--- config.mk ---
export PLATFORM = sky130hd
export DESIGN_NAME = nov_pulse_gen
export DESIGN_NICKNAME = d
export VERILOG_FILES = /design/src/rtl/nov_pulse_gen.sv
export SDC_FILE = /design/constraint.sdc
export NUM_CORES = 1
export LEC_CHECK = 0
export ABC_AREA = 0
export BUFFER_PORTS_ARGS = -buffer_cell sky130_fd_sc_hd__buf_4
export CAP_MARGIN = 20
export CORE_ASPECT_RATIO = 1.75
export CORE_MARGIN = 5
export CORE_UTILIZATION = 48
export CTS_BUF_LIST = sky130_fd_sc_hd__clkbuf_16
export CTS_CLUSTER_DIAMETER = 100
export DETAILED_ROUTE_END_ITERATION = 8
export PLACE_DENSITY = 0.77
export SYNTH_ARGS = -nofsm -noshare
export SYNTH_HDL_FRONTEND = slang
export SYNTH_SLANG_ARGS = --single-unit
--- constraint.sdc ---
create_clock -name clk -period 2.7 [get_ports clk]
set_input_delay 0.81 -clock clk [delete_from_list [all_inputs] [get_ports clk]]
set_output_delay 0.81 -clock clk [all_outputs]
set_load 0.02 [all_outputs]
--- src/rtl/nov_pulse_gen.sv ---
module nov_pulse_gen #(
  parameter int CNT_W = 16,
  parameter int GRP_W = 4,
  parameter int N_GRP = 2,
  localparam int PW = GRP_W * N_GRP
) (
  input  logic             clk,
  input  logic             rst_n,
  input  logic             run_i,
  input  logic [CNT_W-1:0] period_i,
  input  logic [CNT_W-1:0] margin_i,
  input  logic [N_GRP-1:0] nov_mode_i,
  input  logic [PW-1:0]    out_en_i,
  input  logic             stage_wr_i,
  input  logic [PW-1:0]    stage_data_i,
  input  logic             irq_en_i,
  input  logic             flag_clr_i,
  output logic [PW-1:0]    pat_o,
  output logic             flag_o,
  output logic             irq_o
);

  logic [CNT_W-1:0] cnt_q;
  logic [PW-1:0]    stage_q;
  logic [PW-1:0]    next_q;
  logic [PW-1:0]    out_q;
  logic             flag_q;
  logic [PW-1:0]    nov_mask;
  logic [PW-1:0]    fall_mask;
  logic [PW-1:0]    step_val;
  logic [PW-1:0]    rise_en;
  logic             late;
  logic             period_hit;
  logic             margin_hit;

  for (genvar g = 0; g < N_GRP; g++) begin : g_grp
    assign nov_mask[g*GRP_W +: GRP_W] = {GRP_W{nov_mode_i[g]}};
  end

  assign late       = (margin_i >= period_i);
  assign period_hit = run_i && (cnt_q == period_i);
  assign margin_hit = run_i && (late ? (cnt_q == period_i) : (cnt_q == margin_i));
  assign fall_mask  = nov_mask & {PW{~late}};
  assign step_val   = stage_q & (out_q | ~fall_mask);
  assign rise_en    = out_en_i & nov_mask;

  always_ff @(posedge clk) begin
    if (!rst_n) begin
      cnt_q <= '0;
    end else if (run_i) begin
      cnt_q <= period_hit ? '0 : cnt_q + 1'b1;
    end
  end

  always_ff @(posedge clk) begin
    if (!rst_n) begin
      stage_q <= '0;
      next_q  <= '0;
      out_q   <= '0;
    end else begin
      if (stage_wr_i) stage_q <= stage_data_i;
      if (period_hit) begin
        next_q <= stage_q;
        out_q  <= (out_q & ~out_en_i) | (step_val & out_en_i);
      end else if (margin_hit) begin
        out_q  <= (out_q & ~rise_en) | (next_q & rise_en);
      end
    end
  end

  always_ff @(posedge clk) begin
    if (!rst_n)          flag_q <= 1'b0;
    else if (margin_hit) flag_q <= 1'b1;
    else if (flag_clr_i) flag_q <= 1'b0;
  end

  assign pat_o  = out_q;
  assign flag_o = flag_q;
  assign irq_o  = flag_q & irq_en_i;

endmodule


Word level (Yosys, flattened, before mapping)
Cells that the tools add are included.

Register bits after elaboration: 41. Bits of input ports: 56. Output and inout bits: 10. Logic and storage cells: 34.

Add/sub/neg operators: 1. $lt $le $gt $ge: 1. Equal/unequal tests: 2. Muxes and demuxes: 6. Bitwise operators: 15. Reductions and logical operators: 4.

Operator list (number): $and A8 B8 Y8 (7); $eq A16 B16 Y1 (2); $not A8 Y8 (3); $or A8 B8 Y8 (3); $add A16 B1 Y16 const B (1); $ge A16 B16 Y1 (1); $mux W16 (1); $mux W8 (2); $reduce_bool A2 Y1 (2); $mux W1 (3); $logic_and A1 B1 Y1 (2); $and A1 B1 Y1 (1); $not A1 Y1 (1).

Depth between registers and ports, before layout
Gate-level depths: netlist (run 1).

Word-level depth: 9. Depth in mapped cells: 9. Mapped depth without buffers: 9.

Worst setup path before layout (run 1)
No wires, ideal clock.

Path type: input-to-reg. Start point: input margin_i[0]. End point: register with a tool-made name. Library setup time: 0.086 ns. Data arrival time: 2.792 ns. Required time: 2.614 ns. Setup slack: -0.177 ns. Stages: 9. Path buffers: 0. Cells stage by stage: inv_1 ha_1 nand2b_1 a2111oi_0 o41ai_2 nor4b_1 mux2i_2 a21oi_1 a211oi_1.

RTL lines: from (decl) (RTL line 11) `input logic [CNT_W-1:0] margin_i,`.

==> results.sh, run 1 <==
export IMPL_outcome="completed"
export IMPL_grt_max_degree=26
export IMPL_min_path_type="flip-flop to flip-flop"
export IMPL_max_freq_mhz=376
export IMPL_finalMaxSlewViolations=0
export IMPL_dieArea_um2=6780
export IMPL_cp_required_ps=2900
export IMPL_routed_wl_um=6810
export IMPL_finalSetupViolations=0
export IMPL_slew_headroom_pct=69.8
export IMPL_netlist_instances=282
export IMPL_nets=447
export IMPL_final_hold_violation_count=0
export IMPL_cts_root_buf="clkbuf_16"
export IMPL_gr_usage_met2_pct=36.2
export IMPL_synth_fp_nets=355
export IMPL_io_pins=66
export IMPL_ys_flop_type="dfxtp_1"
export IMPL_use_met1_pct=19.8
export IMPL_antenna_found_initial=0
export IMPL_synth_edf_count=0
export IMPL_skew_ps=5.62
export IMPL_top_usage_layer="met2"
export IMPL_place_ws_ps=-272
export IMPL_post_drt_wl_per_cell_um=15.9
export IMPL_tns_ps=0
export IMPL_clk_latency_ps=280
export IMPL_cts_max_path_buffers=2
export IMPL_place_congestion=0.934
export IMPL_track_usage_pct=19.6
export IMPL_cts_setup_buffers=0
export IMPL_core_um2=5020
export IMPL_dp_hpwl_um=5160
export IMPL_drtIter0Drc=100
export IMPL_crit_path_end_kind="flip-flop"
export IMPL_synth_area_um2=2490
export IMPL_peakVddDrop_mv=0.284
export IMPL_setup_ws_ps=37.6
export IMPL_grt_pass1_wl_um=10600
export IMPL_viasPerCell=5.44
export IMPL_synth_async_reset_ratio_pct=0
export IMPL_drc=0
export IMPL_numClockSinks=41
export IMPL_cp_start_kind="input pin"
export IMPL_gr_usage_met3_pct=3.54
export IMPL_antenna_cells=0
export IMPL_ant_nets=0
export IMPL_grt_pass1_vias=2360
export IMPL_cts_tree="built"
export IMPL_die_y_um=105
export IMPL_vias=2333
export IMPL_num_rows=34
export IMPL_port_buffers=65
export IMPL_maxCapViolations=0
export IMPL_syn_area_per_cell_um2=8.82
export IMPL_layout_drive_gt1_share_pct=37.6
export IMPL_p_leak_nw=1.78
export IMPL_ys_ff_latch=41
export IMPL_grt_overflow=0
export IMPL_timing_final_crit_period_ps=2660
export IMPL_synthToLayoutAreaGrowth_pct=46.4
export IMPL_powerDensity_nw_per_um2=465
export IMPL_layout_cells_most_common_list="91 x buf_4, 42 x xor2_1, 41 x dfxtp_1"
export IMPL_critPathArrivalTime_ps=2860
export IMPL_cp_max_fo=4
export IMPL_cts_reportedPaths_clkPinSlew_ps=60
export IMPL_ys_warn_count=0
export IMPL_final_common_cell="buf_4"
export IMPL_finalCritPeriodShare_pct=98.6
export IMPL_die_w_um=64.4
export IMPL_worstMarginPinSlew_ps=453
export IMPL_yosysSeqAreaShare_pct=33.0
export IMPL_critPathKind="input pin to flip-flop"
export IMPL_dr_pass1_iters=4
export IMPL_initial_core_util_pct=49.5
export IMPL_cts_htree_levels=2
export IMPL_rsz0062_at_grt="true"
export IMPL_cts_inserted_buffers=5
export IMPL_synth_cell_type_count=37
## through the flow
stage | std cells | cell area [um2] | power (mW) | util (%) | hold slack, ps
after CTS | 429 | 3470 | 1.66 | 69.1 | 505
after global routing | 429 | 3640 | 1.76 | 72.5 | 533
final | 429 | 3640 | 1.69 | 72.5 | 501
after detailed placement | 421 | 3280 | 0.895 | 65.3 | 491
after global placement | 421 | 3280 | 0.888 | 65.3 | 476
after floorplan | 282 | 2530 | 0.754 | - | 465
## kinds of logic (layout without fill, tap and decap cells)
family	Yosys count	count (layout)	share of synthesized area (%)
and+or+nand+nor	86	86	17.3
muxes	20	20	8.20
AOI/OAI and AO/OA	37	37	9.96
buffers and inverters	34	127	6.39
DFF	41	41	33.0
xor gates and xnor gates	47	47	16.6
adders and majority gates	17	17	8.56
## cell type report
type	instances	area, um2
fill	371	1380
timing repair buffer	101	812
clock buffer	5	125
multi-input combinational	207	1670
tap	54	67.6
sequential	41	821
clock inverter	3	68.8
inverter	18	75.1
## Yosys cell counts, types with 2 or more instances
master / number / area [um2]
nor3_1: 2 / 10.0
a21oi_1: 13 / 65.1
buf_6: 2 / 22.5
clkbuf_1: 8 / 30.0
dfxtp_1: 41 / 821
ha_1: 17 / 213
mux2i_1: 19 / 190
nand3_1: 5 / 25.0
nand4_1: 11 / 68.8
o21a_1: 3 / 22.5
o22ai_1: 9 / 56.3
nor4_1: 8 / 50.1
xnor2_1: 5 / 43.8
a211oi_1: 7 / 52.6
nand2_1: 10 / 37.5
inv_1: 17 / 63.8
buf_2: 5 / 25.0
nor2_1: 38 / 143
and3_1: 3 / 18.8
xor2_1: 42 / 368
## worst max-delay path, cell delays in order
cell,delay (ps)
buf_4,100
inv_2,50
ha_4,260
nand2_1,70
or3_4,390
o41ai_4,460
nor4b_2,120
mux2i_2,300
a21oi_1,120
a211oi_1,180
## path summary, 6_finish.rpt
| check | startpoint | end | slack, ps | cells past startpoint |
|---|---|---|---|---|
| setup / recovery | period_i[11] | flip-flop | 40 | 10 |
| hold reg to reg | next_q[7]$_SDFFE_PN0P_ | next_q[7]$_SDFFE_PN0P_ | 500 | 2 |
| hold / removal | next_q[7]$_SDFFE_PN0P_ | next_q[7]$_SDFFE_PN0P_ | 500 | 2 |
| setup reg to reg | cnt_q[6]$_SDFFE_PN0P_ | flip-flop | 500 | 7 |
## power by group
group | switching, mW | total, mW | internal, mW
Sequential | 0.0104 | 0.626 | 0.615
Clock | 0.247 | 0.780 | 0.533
Combinational | 0.124 | 0.286 | 0.162
Total | 0.382 | 1.69 | 1.31
## routing by layer
layer | vias up | wire length, um | part of all wire, %
met5 | - | 0 | 0
met3 | 24 | 324 | 4.8
met4 | 0 | 368 | 5.4
li1 | 1154 | - | -
met1 | 1082 | 2470 | 36
met2 | 73 | 3640 | 53
## what timing repair did
item                                   CTS  global route
endpoints found under the hold margin    0             0
setup endpoints to repair                0             8
hold buffers                             0             0
resized for setup                        0            34
No activity file was read; power rests on OpenSTA's default activity.
==> inputs of run 2 (changes only) <==
--- a/config.mk
+++ b/config.mk
@@ -13,8 +13,10 @@
 export CORE_UTILIZATION = 48
 export CTS_BUF_LIST = sky130_fd_sc_hd__clkbuf_16
 export CTS_CLUSTER_DIAMETER = 100
+export CTS_CLUSTER_SIZE = 16
 export DETAILED_ROUTE_END_ITERATION = 8
 export PLACE_DENSITY = 0.77
+export REMOVE_ABC_BUFFERS = 1
 export SYNTH_ARGS = -nofsm -noshare
 export SYNTH_HDL_FRONTEND = slang
 export SYNTH_SLANG_ARGS = --single-unit
==> results.sh, run 2 (synthesis gave the netlist of run 1 again) <==
export IMPL_outcome="complete, but fails checks"
export IMPL_failed_checks="negative setup slack"
export IMPL_stdcell_count=439
export IMPL_dieArea_um2=6780
export IMPL_cts_inserted_buffers=5
export IMPL_final_hold_violation_count=0
export IMPL_finalMaxSlewViolations=0
export IMPL_max_freq_mhz=361
export IMPL_timing_final_crit_period_ps=2770
export IMPL_io_pins=66
export IMPL_hold_buffers=0
export IMPL_port_buffers=65
export IMPL_drtIter0Drc=80
export IMPL_grt_overflow=0
export IMPL_core_um2=5020
export IMPL_nets=457
export IMPL_post_drt_wl_per_cell_um=15.5
export IMPL_cp_required_ps=2850
export IMPL_powerDensity_nw_per_um2=437
export IMPL_num_rows=34
export IMPL_routed_wl_um=6820
export IMPL_clk_latency_ps=280
export IMPL_initial_core_util_pct=49.5
export IMPL_cts_root_buf="clkbuf_16"
export IMPL_place_inst=428
export IMPL_layout_drive_gt1_share_pct=36.6
export IMPL_path_common_cell="buf_4"
export IMPL_finalSetupViolations=8
export IMPL_viasPerCell=5.45
export IMPL_layout_cells_most_common_list="109 x buf_4, 42 x xor2_1, 41 x dfxtp_1"
export IMPL_grt_pass1_wl_um=11000
export IMPL_finalCritPeriodShare_pct=102
export IMPL_crit_family="simple AND/OR/NAND/NOR gates"
export IMPL_cts_reportedPaths_clkPinSlew_ps=60
export IMPL_place_congestion=0.864
export IMPL_dp_hpwl_um=5180
export IMPL_die_w_um=64.4
export IMPL_place_ws_ps=-776
export IMPL_drc=0
export IMPL_antenna_cells=0
export IMPL_critPathArrivalTime_ps=2920
export IMPL_rsz0062_at_grt="true"
export IMPL_grt_max_degree=26
export IMPL_slew_headroom_pct=69.8
export IMPL_critPathKind="input pin to flip-flop"
export IMPL_worstMarginPinSlew_ps=449
export IMPL_dr_pass1_iters=4
export IMPL_track_usage_pct=20.3
export IMPL_cts_tree="built"
export IMPL_ant_nets=0
export IMPL_power_mw=1.59
export IMPL_min_path_type="flip-flop to flip-flop"
export IMPL_crit_path_end_kind="flip-flop"
export IMPL_numClockSinks=41
export IMPL_skew_ps=5.12
export IMPL_die_y_um=105
export IMPL_grt_pass1_vias=2525
export IMPL_crit_chain="buf_4 > inv_1 > ha_4 > nand4_1 > or3_4 > o41ai_4 > buf_4 > nor4b_4 > mux2i_1 > buf_4 > a21oi_1 > a211oi_2"
export IMPL_cts_htree_levels=2
export IMPL_p_leak_nw=1.80
export IMPL_crit_buf_inv=4
export IMPL_setup_ws_ps=-66.4
export IMPL_synthToLayoutAreaGrowth_pct=46.1
export IMPL_maxCapViolations=0
export IMPL_cp_max_fo=4
export IMPL_antenna_found_initial=0
export IMPL_cpMaxStageDelayCell="or3_4"
export IMPL_critPathMaxStageDelay_ps=380
export IMPL_peakVddDrop_mv=0.222
export IMPL_final_common_cell="buf_4"
export IMPL_cp_start_kind="input pin"
export IMPL_cts_max_path_buffers=2
export IMPL_vias=2393
==> run 2: report_power, final <==
group / switching [mW] / internal [mW] / leakage (nW)
Combinational: 0.123 / 0.168 / 1.39
Sequential: 0.0125 / 0.615 / 0.332
Clock: 0.237 / 0.433 / 0.0775
Total: 0.373 / 1.22 / 1.80
==> run 2: cell type report <==
cell class,instances,area [um2]
fillers,390,1390
multi-input cells,207,1650
inverters,18,70.1
flip-flops and latches,41,821
well taps,54,67.6
repair buffers,111,853
clock inverters,3,41.3
clock buffers,5,125
==> run 2: per-layer routing <==
metal  wire length (um)  part of all wire (%)  track usage (%)  up-vias
met3                319                   4.7             3.22       26
met5                  0                     0                0        -
met1               2400                    35             20.3     1113
met2               3800                    56             38.5       84
li1                   -                     -                -     1170
met4                301                   4.4             11.3        0
==> run 2: tightest hold or removal path, cell delays in order (launching register included) <==
cell	delay (ps)
dfxtp_1	320
mux2i_1	70
nor2_1	80
==> run 2: timing repair <==
| action | in CTS | in global routing |
|---|---|---|
| pin swaps | 19 | 7 |
| setup buffers | 2 | 3 |
| endpoints found under the setup margin | 9 | 9 |
| resized for setup | 18 | 6 |
| endpoints found under the hold margin | 0 | 0 |
==> run 2: metrics by stage <==
step	TNS [ps]	instance area (um2)	hold slack, ps	util [%]
floorplan	-1210	2390	466	-
global placement	-5480	3290	475	65.5
detailed placement	-5880	3290	489	65.5
CTS	-9.18	3590	505	71.5
global route	-992	3630	532	72.4
finish	-326	3630	500	72.4
==> run 2: path summary, 6_finish.rpt <==
path	slack (ps)	start	to	cells after the start
setup reg to reg	400	cnt_q[11]$_SDFFE_PN0P_	flip-flop	7
hold reg to reg	500	next_q[5]$_SDFFE_PN0P_	next_q[5]$_SDFFE_PN0P_	2
setup / recovery	-70	period_i[15]	flip-flop	12
hold / removal	500	next_q[5]$_SDFFE_PN0P_	next_q[5]$_SDFFE_PN0P_	2
